--- src/rtl/pmu_pkg.sv ---
package pmu_pkg;
    localparam int unsigned PMU_ADDR_W = 4;
    localparam int unsigned PMU_DATA_W = 32;
    localparam int unsigned CYC_BIT    = 31;

    // control register bit positions
    localparam int unsigned CTL_MASTER  = 0;
    localparam int unsigned CTL_EVRST   = 1;
    localparam int unsigned CTL_CYCRST  = 2;
    localparam int unsigned CTL_DIV     = 3;
    localparam int unsigned CTL_NUM_LSB = 11;
    localparam int unsigned CTL_NUM_W   = 5;

    typedef enum logic [PMU_ADDR_W-1:0] {
        REG_CTRL   = 4'd0,
        REG_SEL    = 4'd1,
        REG_EVTYPE = 4'd2,
        REG_EVCNT  = 4'd3,
        REG_CYCCNT = 4'd4,
        REG_ENSET  = 4'd5,
        REG_ENCLR  = 4'd6,
        REG_IRQSET = 4'd7,
        REG_IRQCLR = 4'd8,
        REG_OVF    = 4'd9,
        REG_SWINC  = 4'd10,
        REG_USER   = 4'd11
    } pmu_reg_e;
endpackage

--- src/rtl/pmu_count_slice.sv ---
module pmu_count_slice #(
    parameter int unsigned WIDTH = 32
) (
    input  logic             clk,
    input  logic             rst_n,
    input  logic             step_i,
    input  logic             clr_i,
    input  logic             load_i,
    input  logic [WIDTH-1:0] load_val_i,
    output logic [WIDTH-1:0] cnt_o,
    output logic             wrap_o
);
    typedef struct packed {
        logic [WIDTH-1:0] cnt;
    } slice_t;

    slice_t st_d, st_q;

    always_comb begin
        st_d = st_q;
        if (clr_i) begin
            st_d.cnt = '0;
        end else if (load_i) begin
            st_d.cnt = load_val_i;
        end else if (step_i) begin
            st_d.cnt = st_q.cnt + 1'b1;
        end
    end

    always_ff @(posedge clk or negedge rst_n) begin
        if (!rst_n) st_q <= '0;
        else        st_q <= st_d;
    end

    assign cnt_o  = st_q.cnt;
    assign wrap_o = step_i && !clr_i && !load_i && (&st_q.cnt);

    // a wrap always leaves the counter at zero
    a_r8_wrap_to_zero: assert property (@(posedge clk) disable iff (!rst_n)
        wrap_o |=> (cnt_o == '0));
endmodule

--- src/rtl/pmu_prescale.sv ---
module pmu_prescale #(
    parameter int unsigned DIV_LOG2 = 6
) (
    input  logic clk,
    input  logic rst_n,
    input  logic tick_i,
    input  logic div_en_i,
    input  logic clr_i,
    output logic step_o
);
    typedef struct packed {
        logic [DIV_LOG2-1:0] pre;
    } pre_t;

    pre_t st_d, st_q;

    always_comb begin
        st_d = st_q;
        if (clr_i) begin
            st_d.pre = '0;
        end else if (tick_i && div_en_i) begin
            st_d.pre = st_q.pre + 1'b1;
        end
    end

    always_ff @(posedge clk or negedge rst_n) begin
        if (!rst_n) st_q <= '0;
        else        st_q <= st_d;
    end

    assign step_o = tick_i && (!div_en_i || (&st_q.pre));

    // no cycle step without an enabled tick
    a_r2_no_idle_step: assert property (@(posedge clk) disable iff (!rst_n)
        !tick_i |-> !step_o);
endmodule

--- src/rtl/pmu_event_route.sv ---
module pmu_event_route #(
    parameter int unsigned N_CNT   = 6,
    parameter int unsigned CODE_W  = 8,
    parameter int unsigned NUM_EVT = 256
) (
    input  logic [NUM_EVT-1:0]           evt_i,
    input  logic [N_CNT-1:0][CODE_W-1:0] code_i,
    input  logic [N_CNT-1:0]             en_i,
    input  logic                         master_i,
    input  logic [N_CNT-1:0]             swinc_i,
    output logic [N_CNT-1:0]             step_o
);
    for (genvar i = 0; i < N_CNT; i++) begin : g_route
        logic is_sw;
        logic hit;
        assign is_sw     = (code_i[i] == '0);
        assign hit       = is_sw ? swinc_i[i] : evt_i[code_i[i]];
        assign step_o[i] = master_i && en_i[i] && hit;
    end
endmodule

--- src/rtl/pmu_counter_unit.sv ---
module pmu_counter_unit
    import pmu_pkg::*;
#(
    parameter int unsigned N_CNT    = 6,
    parameter int unsigned CODE_W   = 8,
    parameter int unsigned DIV_LOG2 = 6
) (
    input  logic                  clk,
    input  logic                  rst_n,
    input  logic                  wr_en_i,
    input  logic                  rd_en_i,
    input  logic [PMU_ADDR_W-1:0] addr_i,
    input  logic [PMU_DATA_W-1:0] wdata_i,
    output logic                  rd_valid_o,
    output logic [PMU_DATA_W-1:0] rdata_o,
    input  logic [(1<<CODE_W)-1:0] evt_i,
    output logic                  irq_o,
    output logic                  user_en_o
);
    localparam int unsigned NUM_EVT = 1 << CODE_W;
    localparam int unsigned CNT_W   = PMU_DATA_W;
    localparam int unsigned IDX_W   = (N_CNT > 1) ? $clog2(N_CNT) : 1;
    localparam int unsigned SEL_W   = 5;

    typedef struct packed {
        logic                         master;
        logic                         div_en;
        logic [SEL_W-1:0]             sel;
        logic [N_CNT-1:0][CODE_W-1:0] code;
        logic [N_CNT-1:0]             ev_en;
        logic                         cyc_en;
        logic [N_CNT-1:0]             ev_irq;
        logic                         cyc_irq;
        logic [N_CNT-1:0]             ev_ovf;
        logic                         cyc_ovf;
        logic                         user_en;
        logic                         rd_valid;
        logic [PMU_DATA_W-1:0]        rd_data;
    } unit_t;

    unit_t st_d, st_q;

    // register decode
    logic wr_ctrl, wr_sel, wr_type, wr_evcnt, wr_cyccnt, wr_enset, wr_enclr;
    logic wr_irqset, wr_irqclr, wr_ovf, wr_swinc, wr_user;
    assign wr_ctrl   = wr_en_i && (addr_i == REG_CTRL);
    assign wr_sel    = wr_en_i && (addr_i == REG_SEL);
    assign wr_type   = wr_en_i && (addr_i == REG_EVTYPE);
    assign wr_evcnt  = wr_en_i && (addr_i == REG_EVCNT);
    assign wr_cyccnt = wr_en_i && (addr_i == REG_CYCCNT);
    assign wr_enset  = wr_en_i && (addr_i == REG_ENSET);
    assign wr_enclr  = wr_en_i && (addr_i == REG_ENCLR);
    assign wr_irqset = wr_en_i && (addr_i == REG_IRQSET);
    assign wr_irqclr = wr_en_i && (addr_i == REG_IRQCLR);
    assign wr_ovf    = wr_en_i && (addr_i == REG_OVF);
    assign wr_swinc  = wr_en_i && (addr_i == REG_SWINC);
    assign wr_user   = wr_en_i && (addr_i == REG_USER);

    logic             sel_ok;
    logic [IDX_W-1:0] sel_idx;
    assign sel_ok  = (st_q.sel < SEL_W'(N_CNT));
    assign sel_idx = st_q.sel[IDX_W-1:0];

    logic             ev_clr, cyc_clr;
    logic [N_CNT-1:0] wmask_ev;
    logic             wmask_cyc;
    assign ev_clr    = wr_ctrl && wdata_i[CTL_EVRST];
    assign cyc_clr   = wr_ctrl && wdata_i[CTL_CYCRST];
    assign wmask_ev  = wdata_i[N_CNT-1:0];
    assign wmask_cyc = wdata_i[CYC_BIT];

    logic unused_wdata;
    assign unused_wdata = ^wdata_i;

    // counter datapath
    logic [N_CNT-1:0][CNT_W-1:0] ev_cnt;
    logic [N_CNT-1:0]            ev_step, ev_wrap, ev_load;
    logic [N_CNT-1:0]            swinc;
    logic [CNT_W-1:0]            cyc_cnt;
    logic                        cyc_step, cyc_wrap;

    assign swinc = wr_swinc ? wmask_ev : '0;

    pmu_event_route #(
        .N_CNT  (N_CNT),
        .CODE_W (CODE_W),
        .NUM_EVT(NUM_EVT)
    ) u_route (
        .evt_i   (evt_i),
        .code_i  (st_q.code),
        .en_i    (st_q.ev_en),
        .master_i(st_q.master),
        .swinc_i (swinc),
        .step_o  (ev_step)
    );

    for (genvar i = 0; i < N_CNT; i++) begin : g_evcnt
        assign ev_load[i] = wr_evcnt && sel_ok && (st_q.sel == SEL_W'(i));
        pmu_count_slice #(.WIDTH(CNT_W)) u_slice (
            .clk       (clk),
            .rst_n     (rst_n),
            .step_i    (ev_step[i]),
            .clr_i     (ev_clr),
            .load_i    (ev_load[i]),
            .load_val_i(wdata_i),
            .cnt_o     (ev_cnt[i]),
            .wrap_o    (ev_wrap[i])
        );
    end

    pmu_prescale #(.DIV_LOG2(DIV_LOG2)) u_pre (
        .clk     (clk),
        .rst_n   (rst_n),
        .tick_i  (st_q.master && st_q.cyc_en),
        .div_en_i(st_q.div_en),
        .clr_i   (cyc_clr),
        .step_o  (cyc_step)
    );

    pmu_count_slice #(.WIDTH(CNT_W)) u_cyc (
        .clk       (clk),
        .rst_n     (rst_n),
        .step_i    (cyc_step),
        .clr_i     (cyc_clr),
        .load_i    (wr_cyccnt),
        .load_val_i(wdata_i),
        .cnt_o     (cyc_cnt),
        .wrap_o    (cyc_wrap)
    );

    function automatic logic [PMU_DATA_W-1:0] pack_mask(input logic [N_CNT-1:0] ev,
                                                       input logic cyc);
        logic [PMU_DATA_W-1:0] m;
        m = '0;
        m[N_CNT-1:0] = ev;
        m[CYC_BIT]   = cyc;
        return m;
    endfunction

    always_comb begin
        st_d = st_q;

        if (wr_ctrl) begin
            st_d.master = wdata_i[CTL_MASTER];
            st_d.div_en = wdata_i[CTL_DIV];
        end
        if (wr_sel) st_d.sel = wdata_i[SEL_W-1:0];
        if (wr_type && sel_ok) st_d.code[sel_idx] = wdata_i[CODE_W-1:0];

        st_d.ev_en  = (st_q.ev_en  | (wr_enset ? wmask_ev  : '0))   & ~(wr_enclr ? wmask_ev  : '0);
        st_d.cyc_en = (st_q.cyc_en | (wr_enset && wmask_cyc))       & ~(wr_enclr && wmask_cyc);
        st_d.ev_irq = (st_q.ev_irq | (wr_irqset ? wmask_ev : '0))   & ~(wr_irqclr ? wmask_ev : '0);
        st_d.cyc_irq = (st_q.cyc_irq | (wr_irqset && wmask_cyc))    & ~(wr_irqclr && wmask_cyc);

        st_d.ev_ovf  = (st_q.ev_ovf & ~(wr_ovf ? wmask_ev : '0)) | ev_wrap;
        st_d.cyc_ovf = (st_q.cyc_ovf & ~(wr_ovf && wmask_cyc)) | cyc_wrap;

        if (wr_user) st_d.user_en = wdata_i[0];

        st_d.rd_valid = rd_en_i;
        st_d.rd_data  = '0;
        if (rd_en_i) begin
            case (addr_i)
                REG_CTRL: begin
                    st_d.rd_data[CTL_MASTER] = st_q.master;
                    st_d.rd_data[CTL_DIV]    = st_q.div_en;
                    st_d.rd_data[CTL_NUM_LSB +: CTL_NUM_W] = CTL_NUM_W'(N_CNT);
                end
                REG_SEL:    st_d.rd_data[SEL_W-1:0] = st_q.sel;
                REG_EVTYPE: if (sel_ok) st_d.rd_data[CODE_W-1:0] = st_q.code[sel_idx];
                REG_EVCNT:  if (sel_ok) st_d.rd_data = ev_cnt[sel_idx];
                REG_CYCCNT: st_d.rd_data = cyc_cnt;
                REG_ENSET, REG_ENCLR:   st_d.rd_data = pack_mask(st_q.ev_en, st_q.cyc_en);
                REG_IRQSET, REG_IRQCLR: st_d.rd_data = pack_mask(st_q.ev_irq, st_q.cyc_irq);
                REG_OVF:    st_d.rd_data = pack_mask(st_q.ev_ovf, st_q.cyc_ovf);
                REG_USER:   st_d.rd_data[0] = st_q.user_en;
                default:    st_d.rd_data = '0;
            endcase
        end
    end

    always_ff @(posedge clk or negedge rst_n) begin
        if (!rst_n) st_q <= '0;
        else        st_q <= st_d;
    end

    assign rd_valid_o = st_q.rd_valid;
    assign rdata_o    = st_q.rd_data;
    assign irq_o      = (|(st_q.ev_ovf & st_q.ev_irq)) || (st_q.cyc_ovf && st_q.cyc_irq);
    assign user_en_o  = st_q.user_en;

    // master off and no write -> every counter holds
    a_r2_master_gate: assert property (@(posedge clk) disable iff (!rst_n)
        (!st_q.master && !wr_en_i) |=> ($stable(ev_cnt) && $stable(cyc_cnt)));

    // set writes turn the written enables on
    a_r3_enable_set: assert property (@(posedge clk) disable iff (!rst_n)
        wr_enset |=> ((st_q.ev_en & $past(wmask_ev)) == $past(wmask_ev)));

    // clear writes turn the written enables off
    a_r3_enable_clr: assert property (@(posedge clk) disable iff (!rst_n)
        wr_enclr |=> ((st_q.ev_en & $past(wmask_ev)) == '0));

    // event reset leaves all event counters at zero
    a_r6_event_reset: assert property (@(posedge clk) disable iff (!rst_n)
        ev_clr |=> (ev_cnt == '0));

    // cycle reset leaves the cycle counter at zero
    a_r6_cycle_reset: assert property (@(posedge clk) disable iff (!rst_n)
        cyc_clr |=> (cyc_cnt == '0));

    // the cycle flag only rises after a cycle-counter wrap
    a_r8_cyc_flag_source: assert property (@(posedge clk) disable iff (!rst_n)
        $rose(st_q.cyc_ovf) |-> $past(cyc_wrap));

    // clearing every flag with no new wrap drops the interrupt
    a_r9_irq_cleared: assert property (@(posedge clk) disable iff (!rst_n)
        (wr_ovf && (&wmask_ev) && wmask_cyc && !(|ev_wrap) && !cyc_wrap) |=> !irq_o);

    // the user bit follows its write
    a_r11_user_bit: assert property (@(posedge clk) disable iff (!rst_n)
        wr_user |=> (user_en_o == $past(wdata_i[0])));
endmodule

--- config.mk ---
export PLATFORM = sky130hd
export DESIGN_NAME = pmu_counter_unit
export DESIGN_NICKNAME = d
export VERILOG_FILES = /design/src/rtl/pmu_pkg.sv /design/src/rtl/pmu_count_slice.sv /design/src/rtl/pmu_prescale.sv /design/src/rtl/pmu_event_route.sv /design/src/rtl/pmu_counter_unit.sv
export SDC_FILE = /design/constraint.sdc
export NUM_CORES = 2
export LEC_CHECK = 0
export CORE_MARGIN = 2
export CORE_UTILIZATION = 56
export CTS_CLUSTER_SIZE = 8
export DETAILED_ROUTE_END_ITERATION = 16
export DONT_BUFFER_PORTS = 1
export PLACE_DENSITY = 0.71
export SLEW_MARGIN = 20
export SYNTH_ARGS = -nofsm -noshare
export SYNTH_HDL_FRONTEND = slang
export SYNTH_SLANG_ARGS = --single-unit
--- constraint.sdc ---
create_clock -name clk -period 7.5 [get_ports clk]
set_input_delay 1.5 -clock clk [delete_from_list [all_inputs] [get_ports clk]]
set_output_delay 1.5 -clock clk [all_outputs]
set_load 0.05 [all_outputs]
==> qor.yml <==
setup_path:
  start_kind: "register"
  reg2reg_depth: 11
  worstPathArrival_ns: 5.35
  required_ns: 7.96
  cp_max_fo: 38
  crit-reg2reg-launch: "st_q[71]"
  rr_endpoint: "g_evcnt[2].u_slice.cnt_o[24]"
  r2r_setup_slack_ns: 2.61
  end_kind: "register"
  worst-setup-path-type: "register to register"
grt:
  antenna_found_initial: 11
  grt_usage_pct: 45.2
  grt_pass1_wl_um: 207000
  grt_pass1_vias: 30000
  overflow: 0
  grt_max_degree: 341
flow_run:
  cap_viol_max_count: 0
outcome:
  violations: "slew limit"
  status: "finished, violations left"
timing:
  slew_violations: 85
  grt_setup_unrepaired: "false"
  fin_skew_ns: 0.0357
  fmax_mhz: 205
  setup_viol: 0
  hold_viol: 0
  fin_crit_ns: 4.89
  worst_slew_pin_slew_ns: 1.63
  fin_tns_setup_ns: 0
  finalCritPeriodShare_pct: 65.1
  slew_headroom_pct: -8.63
  hold_ws_ns: 0.521
routing:
  vias_per_cell: 8.00
  drt_iter0_markers: 4238
  num_vias: 31100
  ant_nets: 0
  wirelength_um: 143000
  first_pass_iters: 7
  drc_errors: 0
  post_drt_wl_per_cell_um: 36.7
hold_path:
  hold_class: "register to register"
  hp-start: "st_q[40]"
  whs_endpoint: "st_q[40]"
  hold_path_depth: 2
logic_synthesis:
  synthFlopType: "dfrtp_1"
  synth_cell_types: 89
  syn_inst: 3310
  synth_common_cells: "mux4_2 (397), dfrtp_1 (340), nand2_1 (225), a21oi_1 (223), o21ai_0 (223)"
  ys_seq_elements: 340
  syn_nets: 3614
  async_reset_ff_share_pct: 100
  netlist_area_um2: 33500
  syn_avg_cell_area_um2: 10.1
  ys_seq_area_share_pct: 25.4
  synth_most_common_cell: "mux4_2"
  synth-edff-count: 0
  synth_top_area_share_pct: 26.7
  yosysTopAreaCell: "mux4_2"
  ys_top_cells_by_area: "mux4_2 (27%), dfrtp_1 (25%), mux2i_1 (4.6%)"
  ys_warn_count: 0
finish:
  fin_nets: 3400
  nFillCells: 4933
  ff_latch_area_um2: 8550
  multiInputGateArea_um2: 23100
  syn_to_final_growth_pct: 3.96
  drive_above_1_share_pct: 21.4
pwr:
  p_seq_share_pct: 34.5
  clock_power_share_pct: 24.2
  p_leak_nw: 11.9
  internal_power_w: 0.00496
  vdd_ir_drop_max_uv: 216
  sw_frac_of_total_pct: 41.4
  power_density_nw_per_um2: 243
  p_comb_share_pct: 41.3
  switchingPower_w: 0.00350
clock_tree:
  clock_latency_ns: 0.61
  cts_made_buffers: 48
  post_cts_resized: 0
  cts_tree: "built"
  cts_buffer_depth: 3
  root_buffer: "clkbuf_16"
  htree_levels: 2
  cts_setup_buffers: 0
  cts_hold_buf: 0
  clock_sinks: 340
  clk_pin_slew_ns: 0.05
placed_design:
  dpl.hpwl_um: 102000
  gp_congestion: 1.10
  port_buffers: 0
floorplan:
  core_area_um2: 59000
  fp.dieW_um: 249
  start_util_pct: 56.7
  dieHeight_um: 249
  ios: 331
  rows: 89
  die-area_um2: 61800
flip-flops by register name, summed over array words and instances, names as in the netlist:
register,cells
user_en_o,1
g_evcnt.u_slice.cnt_o,192
sel_idx,3
rd_valid_o,1
u_pre.st_q,6
rdata_o,32
st_q,73
u_cyc.cnt_o,32
metal layers:
metal	share of wire [%]	GRT usage, %
met1	36	58.6
met3	16	19.9
met4	6.0	22.3
met2	42	64.4
met5	0.12	1.47
worst max-delay path by stage:
stage	startpoint	endpoint	slack (ns)
finish	st_q[71]	g_evcnt[2].u_slice.cnt_o[24]	2.61
global route	st_q[71]	g_evcnt[2].u_slice.cnt_o[8]	2.39
CTS	st_q[63]	g_evcnt[1].u_slice.cnt_o[21]	2.45
detailed placement	evt_i[143]	g_evcnt[1].u_slice.cnt_o[21]	2.25
global placement	evt_i[143]	g_evcnt[1].u_slice.cnt_o[15]	2.41
floorplan	addr_i[1]	g_evcnt[1].u_slice.cnt_o[29]	3.59
logic make-up (layout without fill, tap and decap cells):
kind of cell / Yosys count / count (layout) / synth area share [%]
xor+xnor: 198 / 198 / 5.18
simple gates: 934 / 934 / 14.5
mux: 641 / 641 / 34.4
other cells: 0 / 9 / 0
compound gates: 773 / 773 / 14.3
fa+ha+maj: 8 / 8 / 0.299
flops: 340 / 340 / 25.4
buf+inv: 416 / 213 / 5.87
cell type report:
type / instances / area share (%)
sequential: 340 / 24.6
inverter: 88 / 0.949
tap: 773 / 2.78
multi-input combinational: 2554 / 66.4
timing repair buffer: 64 / 1.43
clock buffer: 57 / 3.55
clock inverter: 4 / 0.277
antenna: 9 / 0.0647
power groups by stage:
stage	Combinational (W)	Sequential, W	Clock (W)
final	0.00350	0.00292	0.00205
after global routing	0.00361	0.00296	0.00214
after CTS	0.00335	0.00289	0.00207
after detailed placement	0.00333	0.00291	0
after global placement	0.00330	0.00289	0
after floorplan	0.00258	0.00252	0
worst max-delay path, stage by stage (launching register included):
cell and delay [ns]:
dfrtp_4 0.94, buf_4 0.51, buf_4 0.40, mux4_2 0.57, a22oi_1 0.30, a21oi_1 0.12, nor4_1 0.46, a2111oi_4 0.17
nor2_4 0.67, nand3_4 0.23, a21oi_1 0.22, a21oi_1 0.07
per-stage QoR:
step / power, W / worst slack (ns) / utilization, % / area [um2] / std cells
6_report: 0.00846 / 2.61 / 59.0 / 34800 / 3889
4_1_cts: 0.00830 / 2.45 / 58.9 / 34800 / 3879
3_3_place_gp: 0.00619 / 2.41 / 56.6 / 33400 / 3818
2_1_floorplan: 0.00510 / 3.59 / - / 33500 / 3310
5_1_grt: 0.00871 / 2.39 / 58.9 / 34800 / 3880
3_5_place_dp: 0.00625 / 2.25 / 56.6 / 33400 / 3818
placed cells by master (no fill, tap or decap), types with 11 or more instances in the layout:
| master | count |
|---|---|
| nand2_1 | 223 |
| dfrtp_2 | 11 |
| a21oi_1 | 222 |
| nand4_1 | 56 |
| inv_1 | 87 |
| clkbuf_16 | 48 |
| or3_1 | 11 |
| xnor2_1 | 165 |
| mux4_2 | 397 |
| mux2i_1 | 155 |
| nor2_1 | 158 |
| nor3b_1 | 15 |
| nor4_1 | 48 |
| and3_1 | 47 |
| nor3_1 | 90 |
| and2_1 | 16 |
| nand3b_1 | 12 |
| xor2_1 | 33 |
| a221oi_1 | 20 |
| dfrtp_1 | 322 |
| nand2b_1 | 21 |
| o21ai_0 | 223 |
| a22oi_1 | 60 |
| o221ai_1 | 19 |
| buf_4 | 62 |
| nor2b_1 | 56 |
| or2_2 | 11 |
| o22ai_1 | 61 |
| a22o_1 | 28 |
| nor4b_1 | 19 |
| nand3_1 | 91 |
| mux2_2 | 88 |
| and4_1 | 17 |
| a211oi_1 | 37 |
| o211ai_1 | 13 |
| a31oi_1 | 15 |
(Power assumes the default switching activity.)
